<file path="src/rtl/gpio_pkg.sv">
package gpio_pkg;

    typedef enum logic [2:0] {
        VIEW_NONE,
        VIEW_DATA,
        VIEW_SET,
        VIEW_CLR,
        VIEW_TGL
    } view_e;

    localparam int unsigned WORD_DATA = 0;
    localparam int unsigned WORD_SET  = 2;
    localparam int unsigned WORD_CLR  = 4;
    localparam int unsigned WORD_TGL  = 6;

    function automatic view_e decode_view(input int unsigned word);
        case (word)
            WORD_DATA: decode_view = VIEW_DATA;
            WORD_SET:  decode_view = VIEW_SET;
            WORD_CLR:  decode_view = VIEW_CLR;
            WORD_TGL:  decode_view = VIEW_TGL;
            default:   decode_view = VIEW_NONE;
        endcase
    endfunction

endpackage

</file>
<file path="src/rtl/gpio_sync.sv">
module gpio_sync #(
    parameter int W = 32
) (
    input  logic         clk,
    input  logic         rst_n,
    input  logic [W-1:0] async_in,
    output logic [W-1:0] sync_out
);
    typedef struct packed {
        logic [W-1:0] s1;
        logic [W-1:0] s2;
    } sync_t;

    sync_t st_d, st_q;

    always_comb begin
        st_d    = st_q;
        st_d.s1 = async_in;
        st_d.s2 = st_q.s1;
    end

    always_ff @(posedge clk or negedge rst_n) begin
        if (!rst_n) st_q <= '0;
        else        st_q <= st_d;
    end

    assign sync_out = st_q.s2;
endmodule

</file>
<file path="src/rtl/gpio_qual.sv">
module gpio_qual #(
    parameter int W        = 32,
    parameter int QUAL_N   = 3,
    parameter int PRESCALE = 2
) (
    input  logic         clk,
    input  logic         rst_n,
    input  logic [W-1:0] din,
    output logic [W-1:0] qout
);
    generate
        if (QUAL_N == 0) begin : g_pass
            logic [W-1:0] q_d, q_q;

            always_comb q_d = din;

            always_ff @(posedge clk or negedge rst_n) begin
                if (!rst_n) q_q <= '0;
                else        q_q <= q_d;
            end

            assign qout = q_q;
        end else begin : g_filt
            localparam int CW = $clog2(QUAL_N + 1);
            localparam int PW = (PRESCALE < 2) ? 1 : $clog2(PRESCALE);

            typedef struct packed {
                logic [PW-1:0]         pc;
                logic [W-1:0]          last;
                logic [W-1:0][CW-1:0]  run;
                logic [W-1:0]          q;
            } qual_t;

            qual_t st_d, st_q;
            logic  tick_w;

            assign tick_w = (st_q.pc == PW'(PRESCALE - 1));

            always_comb begin
                st_d    = st_q;
                st_d.pc = tick_w ? '0 : st_q.pc + 1'b1;
                if (tick_w) begin
                    for (int i = 0; i < W; i++) begin
                        if (din[i] == st_q.last[i]) begin
                            if (st_q.run[i] < CW'(QUAL_N))
                                st_d.run[i] = st_q.run[i] + 1'b1;
                        end else begin
                            st_d.run[i] = CW'(1);
                        end
                        st_d.last[i] = din[i];
                        if (st_d.run[i] == CW'(QUAL_N))
                            st_d.q[i] = din[i];
                    end
                end
            end

            always_ff @(posedge clk or negedge rst_n) begin
                if (!rst_n) st_q <= '0;
                else        st_q <= st_d;
            end

            assign qout = st_q.q;

            // the filtered value moves only on a sample tick
            assert_qual_hold_R7: assert property (@(posedge clk) disable iff (!rst_n)
                !tick_w |=> $stable(st_q.q));
        end
    endgenerate
endmodule

</file>
<file path="src/rtl/gpio_out_latch.sv">
module gpio_out_latch
    import gpio_pkg::*;
#(
    parameter int W = 32
) (
    input  logic         clk,
    input  logic         rst_n,
    input  logic         wr_en,
    input  view_e        view,
    input  logic [W-1:0] wdata,
    output logic [W-1:0] latch
);
    typedef struct packed {
        logic [W-1:0] lat;
    } lat_t;

    lat_t st_d, st_q;

    always_comb begin
        st_d = st_q;
        if (wr_en) begin
            case (view)
                VIEW_DATA: st_d.lat = wdata;
                VIEW_SET:  st_d.lat = st_q.lat | wdata;
                VIEW_CLR:  st_d.lat = st_q.lat & ~wdata;
                VIEW_TGL:  st_d.lat = st_q.lat ^ wdata;
                default:   st_d.lat = st_q.lat;
            endcase
        end
    end

    always_ff @(posedge clk or negedge rst_n) begin
        if (!rst_n) st_q <= '0;
        else        st_q <= st_d;
    end

    assign latch = st_q.lat;

    // no write strobe, no latch change
    assert_idle_hold_R1: assert property (@(posedge clk) disable iff (!rst_n)
        !wr_en |=> $stable(st_q.lat));

    // set view forces written ones high
    assert_set_bits_R3: assert property (@(posedge clk) disable iff (!rst_n)
        (wr_en && view == VIEW_SET) |=> ((st_q.lat & $past(wdata)) == $past(wdata)));

    // clear view forces written ones low
    assert_clr_bits_R3: assert property (@(posedge clk) disable iff (!rst_n)
        (wr_en && view == VIEW_CLR) |=> ((st_q.lat & $past(wdata)) == '0));

    // toggle view flips exactly the written ones
    assert_tgl_bits_R3: assert property (@(posedge clk) disable iff (!rst_n)
        (wr_en && view == VIEW_TGL) |=> ((st_q.lat ^ $past(st_q.lat)) == $past(wdata)));
endmodule

</file>
<file path="src/rtl/gpio_port_bank.sv">
module gpio_port_bank
    import gpio_pkg::*;
#(
    parameter int W        = 32,
    parameter int ADDR_W   = 4,
    parameter int QUAL_N   = 3,
    parameter int PRESCALE = 2
) (
    input  logic              clk,
    input  logic              rst_n,
    input  logic              bus_sel,
    input  logic              bus_we,
    input  logic [ADDR_W-1:0] bus_addr,
    input  logic [W-1:0]      bus_wdata,
    output logic [W-1:0]      bus_rdata,
    input  logic [W-1:0]      pin_gpio,
    input  logic [W-1:0]      pin_out_en,
    input  logic [W-1:0]      pad_in,
    output logic [W-1:0]      pad_out,
    output logic [W-1:0]      pad_oe
);
    view_e        view_w;
    logic         wr_w;
    logic         rd_w;
    logic [W-1:0] sync_w;
    logic [W-1:0] qual_w;
    logic [W-1:0] latch_w;

    assign view_w = decode_view(int'(bus_addr));
    assign wr_w   = bus_sel && bus_we;
    assign rd_w   = bus_sel && !bus_we;

    gpio_sync #(.W(W)) u_sync (
        .clk      (clk),
        .rst_n    (rst_n),
        .async_in (pad_in),
        .sync_out (sync_w)
    );

    gpio_qual #(.W(W), .QUAL_N(QUAL_N), .PRESCALE(PRESCALE)) u_qual (
        .clk   (clk),
        .rst_n (rst_n),
        .din   (sync_w),
        .qout  (qual_w)
    );

    gpio_out_latch #(.W(W)) u_latch (
        .clk   (clk),
        .rst_n (rst_n),
        .wr_en (wr_w),
        .view  (view_w),
        .wdata (bus_wdata),
        .latch (latch_w)
    );

    always_comb begin
        bus_rdata = '0;
        if (rd_w && view_w == VIEW_DATA)
            bus_rdata = qual_w;
    end

    assign pad_out = latch_w;
    assign pad_oe  = pin_gpio & pin_out_en;

    // write-only views never return data
    assert_wo_views_R4: assert property (@(posedge clk) disable iff (!rst_n)
        (rd_w && view_w != VIEW_DATA) |-> (bus_rdata == '0));
endmodule

</file>
<file path="config.mk">
export PLATFORM = sky130hd
export DESIGN_NAME = gpio_port_bank
export DESIGN_NICKNAME = d
export VERILOG_FILES = /design/src/rtl/gpio_pkg.sv /design/src/rtl/gpio_sync.sv /design/src/rtl/gpio_qual.sv /design/src/rtl/gpio_out_latch.sv /design/src/rtl/gpio_port_bank.sv
export SDC_FILE = /design/constraint.sdc
export NUM_CORES = 1
export LEC_CHECK = 0
export BUFFER_PORTS_ARGS = -buffer_cell sky130_fd_sc_hd__buf_2
export CAP_MARGIN = 10
export CORE_ASPECT_RATIO = 0.75
export CORE_UTILIZATION = 35
export CTS_CLUSTER_DIAMETER = 200
export DETAILED_ROUTE_END_ITERATION = 6
export GPL_ROUTABILITY_DRIVEN = 0
export PLACE_DENSITY = 0.57
export SETUP_SLACK_MARGIN = 0.2
export SLEW_MARGIN = 5
export SYNTH_ARGS = -nofsm -noshare
export SYNTH_HDL_FRONTEND = slang
export SYNTH_SLANG_ARGS = --single-unit
</file>
<file path="constraint.sdc">
create_clock -name clk -period 2.8 [get_ports clk]
set_clock_uncertainty 0.1 [all_clocks]
set_input_delay 0 -clock clk [delete_from_list [all_inputs] [get_ports clk]]
set_output_delay 0 -clock clk [all_outputs]
set_load 0.01 [all_outputs]
</file>
==> results by group, run 1 <==
Yosys
  • Gate Count Post-Synth: 1019
  • Top cells by count, synth: dfrtp_1 (225), nor2_1 (115), a21oi_1 (75)
  • Largest cells by area after synthesis: dfrtp_1 (53%), ha_1 (7.5%), nor2_1 (4.0%)
  • EDFF count, synth: 0
  • Area share of the largest cell type after synthesis: 0.526
  • Ys flop type: dfrtp_1
  • Most common cell in the netlist: dfrtp_1
  • Synth warn: 0
  • Synthesized area: 0.0107 sq mm
  • Syn_nets: 1219
  • Number of synthesized register bits: 225
  • Synth unique cells: 37
  • Share of the yosys chip area belonging to registers: 0.526
  • FFs w/ async S/R, synth: 1.00
  • Area leader, netlist: dfrtp_1
  • Syn Area/Cell: 10.5 sq um

Power and ir drop
  • Power density over the cells: 610 mW/mm^2
  • Sequential power share: 0.463
  • P_int: 6180 uW
  • P_sw: 2320 uW
  • Switch share: 0.273
  • Comb pwr share: 0.153
  • Pleak: 0.00668 uW
  • Maximum VDD drop: 0.000389 V
  • Clock share of power: 0.384
  • Total Power: 8500 uW

Cells and area
  • Share of layout cells above drive strength 1: 0.244
  • Area grow syn2layout: 30.2%
  • # diodes: 0
  • Final #Nets: 1513

Timing
  • Maximum clock rate: 0.478 GHz
  • Final Hold Viols: 0
  • Slew Limit Fails: 0
  • Setup_tns: 0 ns
  • RSZ-0062 raised after global routing: false
  • Setup Viol. Count Final: 0
  • Headroom to the max-slew limit: 0.352
  • Final Critical Period: 2.09 ns
  • Slew at the pin closest to its max-slew limit: 0.969 ns
  • Final period util: 0.747

CTS
  • CTS tree: yes
  • H-tree Lvls: 1
  • Clk sinks: 225
  • Clk buf depth: 3
  • Clock-pin slew on the worst setup and hold paths: 0.06 ns
  • Post_cts resized: 0
  • Post CTS Setup Buffer Count: 0
  • Worst-skew pair later-pin latency: 0.52 ns
  • Root Buffer: clkbuf_16
  • TritonCTS Buffers: 25

Critical path
  • CP Capture Type: output port
  • Worst Path Required: 2.70 ns
  • Worst path max stage delay: 0.75 ns
  • Reg2reg setup slack: 1.06 ns
  • CP max-delay cell: or4_1
  • Kind of critical path: in2out
  • Startpoint types: input pin
  • Worst path most repeated cell: buf_2
  • Critical path arrival: 1.99 ns
  • Crit-path max FO: 32
  • Cell Chain, Critical Path: buf_2 > or4_1 > nor3b_4 > buf_4 > and2_1 > buf_2

Global route
  • Global route overflow: 0
  • Met3 Resource Use GR: 0.0256
  • Number of global-route vias before repair: 7883
  • Met1 usage: 0.216
  • Antenna violations before repair: 0
  • Total GRT Usage: 0.153
  • Largest net degree at the start of global routing: 94
  • Met2 Use GR: 0.241
  • Global route hottest layer: met2
  • First-pass GRT wire length: 39.7 mm

Routing
  • Routed Antenna Nets: 0
  • Initial DRC Count: 422
  • Drt wl/cell: 13.7 um
  • Final wirelength: 23.7 mm
  • Vias post-DR: 8362
  • Detailed Routing Iterations Pass 1: 6
  • Residual DRC: 0
  • DR vias/cell: 4.83

Run status
  • Status: completed

Floorplan
  • Cell row count: 55
  • DIE AREA: 0.0313 sq mm
  • Ports: 232
  • Die X: 204 um
  • Core area: 0.0301 sq mm
  • Starting Density: 0.355
  • Die height: 153 um

Placement
  • Buffers on Ports: 231
  • DP HPWL: 15.2 mm

Job
  • Max Cap Viol: 0

Min path
  • Hold Crit Class: in2reg
-- power groups by stage --
stage	Sequential [uW]	Combinational [uW]	Clock, uW
floorplan	3950	722	0
global placement	3980	1180	0
detailed placement	3980	1230	0
CTS	3930	1330	3390
global route	3990	1500	3510
finish	3930	1300	3270
-- path summary, 6_finish.rpt --
kind / start / end / depth (start not counted)
worst min-delay path: pad_in[4] / u_sync.st_d[4] / 2
max in group asynchronous: rst_n / u_qual.g_filt.st_q[121] / 4
worst min register to register: u_sync.st_d[10] / u_sync.sync_out[10] / 0
worst max register to register: u_qual.g_filt.tick_w / u_qual.g_filt.st_q[73] / 3
worst max-delay path: bus_addr[1] / bus_rdata[16] / 6
min in group asynchronous: rst_n / u_qual.g_filt.st_q[102] / 4
-- critical path: cells and delay by family --
kind                   cells  cell delay (ns)
buffers and inverters      3             0.77
AND/OR/NAND/NOR            3             1.20
-- layer usage --
layer,vias to the layer above,share of wire
met2,177,0.45
met3,40,0.044
met5,-,0
met1,4006,0.48
met4,0,0.024
li1,4139,-
-- cells in the final DEF, fill, tap and decap left out, types with 25 or more instances in the layout --
master	n
nand2_1	26
ha_1	64
dfrtp_1	224
a21oi_1	75
and2_1	64
dlygate4sd3_1	78
buf_2	230
mux2_2	32
o21ai_0	31
inv_1	65
clkbuf_16	25
a31oi_1	46
nor2_1	115
nand3b_1	32
-- state kept, by name (all words and copies together) (netlist names) --
| register | flops |
|---|---|
| u_qual.g_filt.tick_w | 1 |
| u_qual.g_filt.st_q | 96 |
| u_qual.qout | 32 |
| u_sync.st_d | 32 |
| u_latch.latch | 32 |
| u_sync.sync_out | 32 |
-- what timing repair did --
| item | 4_1_cts | 5_1_grt |
|---|---|---|
| endpoints found under the hold margin | 289 | 0 |
| setup endpoints to repair | 0 | 0 |
| hold buffers | 79 | 0 |
-- area by class of cell --
type	instances	area [sq um]
clock buffer	31	678
clock inverter	14	143
fill	2822	16200
inverter	65	244
multi-input combinational	674	4630
sequential	225	5630
tap	399	499
timing repair buffer	322	2110
-- cells by family after synthesis --
kind of cell | Yosys count | synth area share
AOI/OAI and AO/OA | 224 | 0.133
xor gates and xnor gates | 32 | 0.0262
adders and majority gates | 64 | 0.0748
buffers and inverters | 120 | 0.0429
DFF | 225 | 0.526
muxes | 33 | 0.0346
and+or+nand+nor | 321 | 0.163
-- per-stage QoR --
| stage | setup slack, ns | cell area (sq um) | utilization | cells | hold WS [ns] |
|---|---|---|---|---|---|
| 2_1_floorplan | 1.27 | 10700 | - | 1019 | -0.396 |
| 3_3_place_gp | 0.736 | 12300 | 0.409 | 1606 | -0.197 |
| 3_5_place_dp | 0.658 | 12300 | 0.409 | 1606 | -0.200 |
| 4_1_cts | 0.659 | 13900 | 0.462 | 1730 | 0.000425 |
| 5_1_grt | 0.562 | 13900 | 0.462 | 1730 | 0.00941 |
| 6_report | 0.707 | 13900 | 0.462 | 1730 | 0.0296 |
Note: power is estimated with default switching activity, not from simulation.
==> inputs of run 2 (changes only) <==
--- a/config.mk
+++ b/config.mk
@@ -5,6 +5,7 @@
 export SDC_FILE = /design/constraint.sdc
 export NUM_CORES = 1
 export LEC_CHECK = 0
+export ABC_AREA = 1
 export BUFFER_PORTS_ARGS = -buffer_cell sky130_fd_sc_hd__buf_2
 export CAP_MARGIN = 10
 export CORE_ASPECT_RATIO = 0.75
==> constraint.sdc (replaced) <==
create_clock -name clk -period 2.1 [get_ports clk]
set_clock_uncertainty 0.1 [all_clocks]
set_input_delay 0 -clock clk [delete_from_list [all_inputs] [get_ports clk]]
set_output_delay 0 -clock clk [all_outputs]
set_load 0.01 [all_outputs]
==> results by group, run 2 <==
Routing
  • Vias post-DR: 10000
  • Routed Antenna Nets: 0
  • Detailed Routing Iterations Pass 1: 5
  • Initial DRC Count: 647
  • Final wirelength: 26.8 mm
  • DR vias/cell: 4.44
  • Residual DRC: 0
  • Drt wl/cell: 11.9 um

Yosys
  • FFs w/ async S/R, synth: 1.00
  • Syn Area/Cell: 7.85 sq um
  • Synth unique cells: 19
  • Area leader, netlist: dfrtp_1
  • Top cells by count, synth: nand2_1 (375), inv_1 (312), dfrtp_1 (225)
  • Most common cell in the netlist: nand2_1
  • Gate Count Post-Synth: 1486
  • Share of the yosys chip area belonging to registers: 0.483
  • Area share of the largest cell type after synthesis: 0.483
  • Synth warn: 0
  • Number of synthesized register bits: 225
  • Largest cells by area after synthesis: dfrtp_1 (48%), nand2_1 (12%), inv_1 (10%)
  • Ys flop type: dfrtp_1
  • Syn_nets: 1686
  • EDFF count, synth: 0
  • Synthesized area: 0.0117 sq mm

Power and ir drop
  • Power density over the cells: 790 mW/mm^2
  • Total Power: 12000 uW
  • Maximum VDD drop: 0.000669 V
  • Pleak: 0.00841 uW

Timing
  • RSZ-0062 raised after global routing: false
  • Slew Limit Fails: 0
  • Setup_tns: 0 ns
  • Headroom to the max-slew limit: 0.608
  • Final period util: 0.699
  • Setup Viol. Count Final: 0
  • Final Hold Viols: 0
  • Slew at the pin closest to its max-slew limit: 0.588 ns
  • Final Critical Period: 1.47 ns
  • Maximum clock rate: 0.681 GHz

Placement
  • Buffers on Ports: 231
  • Cells after DPL: 2124
  • DP HPWL: 17.2 mm

CTS
  • Clk sinks: 225
  • TritonCTS Buffers: 25
  • Root Buffer: clkbuf_16
  • Clock-pin slew on the worst setup and hold paths: 0.06 ns
  • Worst-skew pair later-pin latency: 0.54 ns
  • Clk buf depth: 3
  • CTS tree: yes
  • H-tree Lvls: 1

Floorplan
  • DIE AREA: 0.0341 sq mm
  • Die height: 160 um
  • Cell row count: 57
  • Die X: 213 um
  • Starting Density: 0.358
  • Ports: 232
  • Core area: 0.0326 sq mm

Min path
  • Hold Crit Class: in2reg
  • Hold_sp: bus_addr[1]

Cells and area
  • Most frequent cells in the layout: nand2_1 (375), inv_1 (311), buf_2 (230)
  • # diodes: 0
  • Area grow syn2layout: 29.9%
  • Largest register by flop count: u_qual.g_filt.st_q
  • Most common cell after layout, fill and taps aside: nand2_1
  • Final #Nets: 2000
  • Non-Filler Instances: 2260
  • Share of layout cells above drive strength 1: 0.169
  • Max reg flops: 96

Global route
  • Antenna violations before repair: 0
  • Total GRT Usage: 0.160
  • Largest net degree at the start of global routing: 118
  • Global route overflow: 0
  • First-pass GRT wire length: 45.1 mm
  • Number of global-route vias before repair: 9610

Critical path
  • Worst setup path startpoint: u_qual.g_filt.tick_w
  • Worst Path Required: 2.48 ns
  • Startpoint types: flip-flop
  • Worst r2r src: u_qual.g_filt.tick_w
  • CP Capture Type: flip-flop
  • Critical path arrival: 1.84 ns
  • Kind of critical path: reg2reg
  • Crit-path max FO: 37

Run status
  • Status: completed

Job
  • Max Cap Viol: 0
[run 2: changes by cell type in the layout (fill, tap and decap cells not counted), sizes merged, moves of 20 or more]
cell,previous run,this run
a21oi,75,11
a31oi,46,0
and2,64,0
clkinv,8,31
inv,66,314
mux2,32,0
nand2,26,377
nand3,21,192
nand3b,32,1
nand4,0,22
nor2,116,36
o21a,1,21
o21ai,31,107
o22a,21,0
[run 2: where the power goes]
part	total (uW)	internal [uW]	switching [uW]
registers	5410	4960	449
logic	2110	942	1170
clock network	4460	2640	1820
[run 2: path summary, 6_finish.rpt]
| check | depth (start not counted) | slack [ns] | to |
|---|---|---|---|
| setup / recovery | 4 | 0.63 | u_qual.g_filt.st_q[69] |
| hold / removal | 9 | 0.03 | u_latch.latch[0] |
| setup reg to reg | 4 | 0.63 | u_qual.g_filt.st_q[69] |
| hold reg to reg | 0 | 0.24 | u_sync.sync_out[26] |
| max in group asynchronous | 4 | 0.72 | u_qual.g_filt.st_q[98] |
| min in group asynchronous | 3 | 0.43 | u_latch.latch[8] |
[run 2: kinds of logic after synthesis]
kind of cell	count (synthesis)	synth area share
adders and majority gates	64	0.0686
AOI/OAI and AO/OA	139	0.0641
DFF	225	0.483
xor gates and xnor gates	32	0.0240
buffers and inverters	397	0.131
and+or+nand+nor	629	0.230
[run 2: worst max-delay path, cell delays in order (launching register included)]
cell and delay, ns:
dfrtp_4 0.49, inv_2 0.20, buf_4 0.37, o21ai_0 0.15
nand2_1 0.08
[run 2: area by class of cell]
cell class	count	area, sq um
fillers	3244	17400
flip-flops and latches	225	5630
multi-input cells	864	4530
repair buffers	347	2350
inverters	337	1260
clock buffers	32	672
well taps	442	553
clock inverters	13	160
[run 2: what timing repair did]
action	CTS	global route
resized for setup	0	1
hold buffers	90	1
endpoints found under the setup margin	0	1
buffers inserted	0	1
hold endpoints to repair	289	1
[run 2: layer usage]
metal | track usage | wire (um)
met2 | 0.271 | 12200
met1 | 0.214 | 12900
met4 | 0.0334 | 471
met3 | 0.0295 | 1240
met5 | 0 | 0
[run 2: stage by stage]
stage	hold WS [ns]	worst slack (ns)	instance area [sq um]	util
after floorplan	-0.396	0.776	11700	-
after global placement	-0.0719	0.643	13400	0.412
after detailed placement	-0.0739	0.629	13400	0.412
after CTS	0.000259	0.306	15200	0.465
after global routing	0.0140	0.487	15200	0.465
final	0.0329	0.632	15200	0.465
